===== src/rtl/pktport_pkg.sv =====
package pktport_pkg;
    localparam int OFS_W       = 11;
    localparam int PTR_RX_BIT  = 15;
    localparam int PTR_INC_BIT = 14;
    localparam int PTR_RD_BIT  = 13;

    typedef enum logic [1:0] {
        REG_PTR  = 2'd0,
        REG_PNR  = 2'd1,
        REG_DATA = 2'd2
    } host_reg_e;

    typedef enum logic [1:0] {
        ST_READY   = 2'd0,
        ST_ISSUE   = 2'd1,
        ST_CAPTURE = 2'd2
    } fetch_state_e;
endpackage


===== src/rtl/pkt_ptr_reg.sv =====
module pkt_ptr_reg
    import pktport_pkg::*;
#(
    parameter int PKT_W = 6
) (
    input  logic             clk,
    input  logic             rst_n,
    input  logic             ptr_we,
    input  logic             pnr_we,
    input  logic             adv,
    input  logic             adv_byte,
    input  logic [15:0]      wdata,
    output logic             rx_sel,
    output logic             auto_inc,
    output logic             rd_mode,
    output logic [OFS_W-1:0] offset,
    output logic [PKT_W-1:0] pnr
);
    logic [OFS_W-1:0] step;

    always_comb begin
        step = adv_byte ? OFS_W'(1) : OFS_W'(2);
    end

    always_ff @(posedge clk or negedge rst_n) begin
        if (!rst_n) begin
            rx_sel   <= 1'b0;
            auto_inc <= 1'b0;
            rd_mode  <= 1'b0;
            offset   <= '0;
        end else if (ptr_we) begin
            rx_sel   <= wdata[PTR_RX_BIT];
            auto_inc <= wdata[PTR_INC_BIT];
            rd_mode  <= wdata[PTR_RD_BIT];
            offset   <= wdata[OFS_W-1:0];
        end else if (adv) begin
            offset   <= offset + step;
        end
    end

    always_ff @(posedge clk or negedge rst_n) begin
        if (!rst_n) begin
            pnr <= '0;
        end else if (pnr_we) begin
            pnr <= wdata[PKT_W-1:0];
        end
    end
endmodule


===== src/rtl/pkt_fetch_fsm.sv =====
module pkt_fetch_fsm
    import pktport_pkg::*;
(
    input  logic        clk,
    input  logic        rst_n,
    input  logic        start,
    input  logic        cancel,
    input  logic [15:0] mem_rdata,
    output logic        mem_re,
    output logic        ready,
    output logic [15:0] word_buf
);
    fetch_state_e st, st_nx;

    always_comb begin
        st_nx = st;
        if (start) begin
            st_nx = ST_ISSUE;
        end else if (cancel) begin
            st_nx = ST_READY;
        end else begin
            unique case (st)
                ST_READY:   st_nx = ST_READY;
                ST_ISSUE:   st_nx = ST_CAPTURE;
                ST_CAPTURE: st_nx = ST_READY;
                default:    st_nx = ST_READY;
            endcase
        end
    end

    always_ff @(posedge clk or negedge rst_n) begin
        if (!rst_n) st <= ST_READY;
        else        st <= st_nx;
    end

    always_ff @(posedge clk or negedge rst_n) begin
        if (!rst_n)                 word_buf <= '0;
        else if (st == ST_CAPTURE)  word_buf <= mem_rdata;
    end

    always_comb begin
        mem_re = (st == ST_ISSUE);
        ready  = (st == ST_READY);
    end

    // a fetch that is not restarted completes in order
    a_r6_issue_to_capture: assert property (@(posedge clk) disable iff (!rst_n)
        (st == ST_ISSUE && !start && !cancel) |=> (st == ST_CAPTURE));
    a_r6_capture_to_ready: assert property (@(posedge clk) disable iff (!rst_n)
        (st == ST_CAPTURE && !start) |=> ready);
endmodule


===== src/rtl/pkt_mem_map.sv =====
module pkt_mem_map
    import pktport_pkg::*;
#(
    parameter int PAGE_W = 4
) (
    input  logic [PAGE_W-1:0] base_page,
    input  logic [OFS_W-1:0]  offset,
    input  logic              byte_mode,
    input  logic [15:0]       wdata,
    output logic [PAGE_W+6:0] word_addr,
    output logic [1:0]        be,
    output logic [15:0]       lane_wdata
);
    localparam int BA_W = PAGE_W + 8;

    logic [BA_W-1:0] byte_addr;

    always_comb begin
        byte_addr  = {base_page, 8'h00} + BA_W'(offset);
        word_addr  = byte_addr[BA_W-1:1];
        be         = byte_mode ? (offset[0] ? 2'b10 : 2'b01) : 2'b11;
        lane_wdata = byte_mode ? {wdata[7:0], wdata[7:0]} : wdata;
    end
endmodule


===== src/rtl/pkt_data_port.sv =====
module pkt_data_port
    import pktport_pkg::*;
#(
    parameter int PKT_W  = 6,
    parameter int PAGE_W = 4
) (
    input  logic              clk,
    input  logic              rst_n,
    input  logic              host_wr,
    input  logic              host_rd,
    input  logic [1:0]        host_reg,
    input  logic              host_byte,
    input  logic [15:0]       host_wdata,
    output logic [15:0]       host_rdata,
    output logic              data_ready,
    input  logic [PKT_W-1:0]  rx_head_pkt,
    output logic [PKT_W-1:0]  lut_pkt,
    input  logic [PAGE_W-1:0] lut_page,
    output logic [PAGE_W+6:0] mem_addr,
    output logic              mem_re,
    output logic              mem_we,
    output logic [1:0]        mem_be,
    output logic [15:0]       mem_wdata,
    input  logic [15:0]       mem_rdata
);
    logic             ptr_we, pnr_we, acc, acc_ok, adv, start, cancel;
    logic             rx_sel, auto_inc, rd_mode;
    logic [OFS_W-1:0] offset;
    logic [PKT_W-1:0] pnr;
    logic [15:0]      word_buf;

    always_comb begin
        ptr_we = host_wr && (host_reg == REG_PTR);
        pnr_we = host_wr && (host_reg == REG_PNR);
        acc    = (host_wr || host_rd) && (host_reg == REG_DATA);
        acc_ok = acc && data_ready;
        adv    = acc_ok && auto_inc;
        start  = (ptr_we && host_wdata[PTR_RD_BIT]) || (adv && rd_mode);
        cancel = ptr_we && !host_wdata[PTR_RD_BIT];
        lut_pkt = rx_sel ? rx_head_pkt : pnr;
        mem_we  = host_wr && (host_reg == REG_DATA) && data_ready;
    end

    pkt_ptr_reg #(.PKT_W(PKT_W)) u_ptr (
        .clk      (clk),
        .rst_n    (rst_n),
        .ptr_we   (ptr_we),
        .pnr_we   (pnr_we),
        .adv      (adv),
        .adv_byte (host_byte),
        .wdata    (host_wdata),
        .rx_sel   (rx_sel),
        .auto_inc (auto_inc),
        .rd_mode  (rd_mode),
        .offset   (offset),
        .pnr      (pnr)
    );

    pkt_fetch_fsm u_fetch (
        .clk       (clk),
        .rst_n     (rst_n),
        .start     (start),
        .cancel    (cancel),
        .mem_rdata (mem_rdata),
        .mem_re    (mem_re),
        .ready     (data_ready),
        .word_buf  (word_buf)
    );

    pkt_mem_map #(.PAGE_W(PAGE_W)) u_map (
        .base_page  (lut_page),
        .offset     (offset),
        .byte_mode  (host_byte),
        .wdata      (host_wdata),
        .word_addr  (mem_addr),
        .be         (mem_be),
        .lane_wdata (mem_wdata)
    );

    always_comb begin
        host_rdata = '0;
        unique case (host_reg)
            REG_PTR:  host_rdata = {rx_sel, auto_inc, rd_mode, 2'b00, offset};
            REG_PNR:  host_rdata = 16'(pnr);
            REG_DATA: host_rdata = host_byte
                                   ? {8'h00, (offset[0] ? word_buf[15:8] : word_buf[7:0])}
                                   : word_buf;
            default:  host_rdata = '0;
        endcase
    end

    // accesses while the fetch is busy leave the offset alone
    a_r9_busy_keeps_offset: assert property (@(posedge clk) disable iff (!rst_n)
        (acc && !data_ready) |=> $stable(offset));
    // word step of two under auto-advance
    a_r5_word_step: assert property (@(posedge clk) disable iff (!rst_n)
        (acc_ok && auto_inc && !host_byte) |=> (offset == OFS_W'($past(offset) + OFS_W'(2))));
    // a byte write touches exactly one lane
    a_r4_one_lane: assert property (@(posedge clk) disable iff (!rst_n)
        (mem_we && host_byte) |-> ($countones(mem_be) == 1));
    // the cycle after a RAM read the data register is not ready
    a_r6_busy_after_read: assert property (@(posedge clk) disable iff (!rst_n)
        (mem_re && !ptr_we) |=> !data_ready);
endmodule


===== config.mk =====
export PLATFORM = sky130hd
export DESIGN_NAME = pkt_data_port
export DESIGN_NICKNAME = d
export VERILOG_FILES = /design/src/rtl/pktport_pkg.sv /design/src/rtl/pkt_ptr_reg.sv /design/src/rtl/pkt_fetch_fsm.sv /design/src/rtl/pkt_mem_map.sv /design/src/rtl/pkt_data_port.sv
export SDC_FILE = /design/constraint.sdc
export NUM_CORES = 1
export LEC_CHECK = 0
export ABC_CLOCK_PERIOD_IN_PS = 3800
export BUFFER_PORTS_ARGS = -buffer_cell sky130_fd_sc_hd__buf_4
export CAP_MARGIN = 10
export CORE_UTILIZATION = 53
export DETAILED_ROUTE_END_ITERATION = 7
export GPL_TIMING_DRIVEN = 0
export HOLD_SLACK_MARGIN = 0.06
export PLACE_DENSITY_LB_ADDON = 0.12
export SETUP_SLACK_MARGIN = 0.05
export SYNTH_ARGS = -nofsm -noshare
export SYNTH_HDL_FRONTEND = slang
export SYNTH_HIERARCHICAL = 1
export SYNTH_SLANG_ARGS = --single-unit
export TNS_END_PERCENT = 100

===== constraint.sdc =====
create_clock -name clk -period 3.8 [get_ports clk]
set_input_delay 0.76 -clock clk [delete_from_list [all_inputs] [get_ports clk]]
set_output_delay 0.76 -clock clk [all_outputs]
set_load 0.02 [all_outputs]

# Word-level counts from Yosys, hierarchy flattened
# Cells that the tools add are included.
# op_classes
n_eq_ne	4
n_addsub	2
n_reduce_logical	16
mux	13
# ops
op	n
16-bit one-hot mux with 3 select lines	1
16-bit two-way mux	2
11-bit two-way mux	2
12-bit by 11-bit adder with 12-bit output	1
2-bit two-way mux	6
11-bit adder	1
1-bit logical AND	10
8-bit two-way mux	1
6-bit two-way mux	1
2-bit by 1-bit == test with 1-bit output, second input constant	2
2-bit == test, second input constant	2
2-bit logical NOT	2
1-bit logical OR	2
2-bit nonzero test	1
1-bit logical NOT	1
# word_totals
ff_bits	38
in_bits	49

# Longest topological paths before layout
# depth
depth_word	7
ltp_mapped	8
depth_no_buf	6

# By module
# Netlist, hierarchy kept.
# by_module_without_submodules
mod	seq_area_each_um2	area_per_inst_um2	cells_each	n_inst
pkt_ptr_reg	500.5	987.2	87	1
pkt_fetch_fsm	450.4	733.2	40	1
pkt_data_port	0.0	530.5	68	1
pkt_mem_map	0.0	345.3	34	1

# Worst setup path after synthesis
# Ideal clock, no wire load.
# synth_timing
path_type	input to output
from	input port host_reg[0]
to	output port host_rdata[12]
arrival_ns	1.698
t_required_ns	3.040
path_stages	4
path_slack_ns	1.342
path_cell_list	buf_6 -> nand2b_1 -> buf_6 -> nor3b_1
# synth_via
elab_chain_len	2
word_cells_on_any_way	4
# synth_lines
element	line	rtl
start, declared	pkt_data_port.sv:11	input logic [1:0] host_reg,
2-bit == test, or another cell as far along	pkt_data_port.sv:82	unique case (host_reg)
16-bit one-hot mux with 3 select lines (*)	pkt_data_port.sv:82	
end, declared	pkt_data_port.sv:14	output logic [15:0] host_rdata,
# Mark *: on every way between the ends. The rest lies on a longest branch, timed or not.

# Worst setup path in the final report
# layout_timing
from	input port lut_page[0]
to	output port mem_addr[9]
# layout_via
elab_chain_len	1
# layout_lines
element	line	rtl
start, declared	pkt_data_port.sv:18	input logic [PAGE_W-1:0] lut_page,
12-bit by 11-bit adder with 12-bit output	pkt_mem_map.sv:19	byte_addr = {base_page, 8'h00} + BA_W'(offset);
end, declared	pkt_data_port.sv:19	output logic [PAGE_W+6:0] mem_addr,
# Every way passes these cells.

==> reports/results.txt <==
GRT Util Overall: 25.1%
Crit-path slowest cell: fa_1
CTS clk-pin slew, worst paths: 0.07 ns
Crit Path Max Fanout: 2
Cells after Synth: 229
unrepaired setup endpoints after global routing: false
# IOs: 103
GP Congestion: 0.783
skew final: 0.00892 ns
first-pass GRT wire length: 9890 um
number of clock sinks: 38
Final ANT Viol Nets: 0
largest net degree at the start of global routing: 39
Min-Delay Path Class: in2async
post-route total power: 1.64 mW
hold_buf cts: 0
Core ar.: 0.00472 mm^2
P&R area growth vs syn: 35.6%
Slew @ Worst Pin: 0.485 ns
n_diodes: 0
Buf+Inv Stages, Crit Path: 2
post-DR wirelength/cell: 15.3 um
final count of hold timing violations: 0
Fmax: 395 MHz
leakage: 1.71 nW
CTS Buf Count: 5
CP Launch Type: input port
PortBufs: 101
share of layout cells above drive strength 1: 55.1%
syn_area_per_cell: 11.3 um^2
antenna violations before repair: 0
Clock Path Buffers: 2
Pre-Repair DR Iteration Count: 4
Final Setup Violations: 0
Layout Nets: 393
Overflow after GRT: 0
HPWL after DPL: 4890 um
top cell family by delay on the critical path: adder cells
worst skew pair latency: 0.28 ns
Post-Syn Nets: 285
die width: 72.0 um
CTS tree: built
status: completed
synthesized area: 0.00260 mm^2
highest-count cells in the layout ignoring fill and taps: 118 x buf_4, 38 x dfrtp_1, 22 x mux2_2
drt initial violations: 82
most common cell after layout, fill and taps aside: buf_4
drt via density: 5.23
PwrDens: 466 mW/mm^2
Die Y: 72.0 um
sequential-to-total area share from yosys stat: 36.6%
Storage cell area: 951 um^2
final cell utilization of the core: 74.5%
maxcap violations: 0
Critical Path AT: 1.77 ns
synth unique cells: 42
fin crit share: 66.6%
vias in the first global route: 2093
most used cell, CP: buf_4
CTS root buf: clkbuf_8
crit path time final: 2.53 ns
Worst VDD drop: 0.241 mV
CP endpoint kind: primary output
Slew headroom: 67.6%
Post-CTS Resized: 0
Final Non-Filler Cells: 403
fillcell total: 361
total die area: 0.00518 mm^2
crit-path max cell delay: 0.38 ns
placed cells: 397
Slew Viols, Final: 0
Yosys reg bits: 38
initial core utilization: 55.0%
total negative setup slack: 0 ns
# DRC: 0
area occupied by multi-input gates: 0.00141 mm^2
kind of critical path: in2out
routed vias: 2108
cells along the critical path: buf_4 > ha_1 > fa_1 > xor2_1 > buf_4
Ys Warns: 6
H-tree Lvls: 2
WP data required: 3.04 ns
setup repair bufs after CTS: 0
Row Count: 25
Routed WL: 6180 um
## cells by family (layout without fill, tap and decap cells)
family          count (synthesis)  after routing  share of synthesized area, %
simple gates                   59             59                          14.0
mux                            54             54                          25.3
flops                          38             38                          36.6
buf+inv                        31            138                          9.11
compound gates                 29             29                          7.28
xor+xnor                       11             11                          3.71
fa+ha+maj                       7              7                          3.95
## area by class of cell
| cell class | instances | area share (%) |
|---|---|---|
| multi-input cells | 160 | 40.0 |
| well taps | 67 | 2.38 |
| plain buffers | 29 | 6.50 |
| clock buffers | 6 | 2.35 |
| inverters | 2 | 0.213 |
| flip-flops and latches | 38 | 27.0 |
| repair buffers | 101 | 21.5 |
## metrics by stage
step           hold slack, ns  setup WS (ns)  area [um^2]
6_report                0.436           1.27         3520
5_1_grt                 0.461           1.24         3520
4_1_cts                 0.448           1.26         3520
3_5_place_dp            0.495           1.27         3440
3_3_place_gp            0.488           1.27         3440
2_1_floorplan           0.464           1.34         2600
## worst paths after layout
check	from	end	slack, ns	cells past startpoint
min reg2reg	u_ptr/rx_sel	u_ptr/rx_sel	0.51	1
min	rst_n	u_ptr/offset[10]	0.44	1
max reg2reg	u_fetch/st[1]	u_ptr/offset[8]	1.82	7
max in group asynchronous	rst_n	u_fetch/word_buf[10]	3.03	1
min in group clk	u_ptr/rx_sel	u_ptr/rx_sel	0.51	1
max	lut_page[0]	mem_addr[9]	1.27	5
## metal layers
layer  up-vias  track usage (%)  wire [um]
li1       1002                -          -
met1      1018             31.7       2620
met2        83             42.7       3080
met3         5             5.42        426
met4         0             8.50         59
met5         -                0          0
## cells in the mapped netlist (all sizes together)
cell type	count	area share [%]
clkbuf	4	0.58
ha	5	2.4
a311oi	2	1.2
mux2	40	20
nor2	10	1.4
nor2b	7	1.7
inv	2	0.29
a22o	1	0.34
nor3	1	0.19
and3	1	0.24
nor3b	5	1.8
xnor2	7	2.4
o22ai	6	1.4
mux2i	14	5.4
o2111a	1	0.43
o21ai	10	1.9
xor2	4	1.3
a21o	1	0.29
and3b	1	0.34
dfrtp	38	37
buf	25	8.2
nor4b	1	0.58
nor4	2	0.96
fa	2	1.5
nand4	1	0.24
nand2	17	2.6
nand2b	4	1.3
nand3	6	1.6
and2b	2	0.72
nand3b	1	0.29
a21oi	8	1.7
## power breakdown
group	switching [mW]	total [mW]	internal, mW
clock network	0.130	0.269	0.140
logic	0.326	0.725	0.399
registers	0.122	0.648	0.526
## worst register-to-register path, stage by stage, from the launching register on
cell	delay [ns]
dfrtp_1	0.41
nor2_1	0.21
o2111a_1	0.26
buf_2	0.23
nand2_1	0.14
nor3_1	0.24
xor2_1	0.11
mux2_2	0.27
## flip-flops by register name, summed over array words and instances, names as in the netlist
| name | cells |
|---|---|
| u_fetch/st | 2 |
| u_ptr/rd_mode | 1 |
| u_ptr/pnr | 6 |
| u_ptr/auto_inc | 1 |
| u_fetch/word_buf | 16 |
| u_ptr/rx_sel | 1 |
| u_ptr/offset | 11 |
Note: power is estimated with default switching activity, not from simulation.
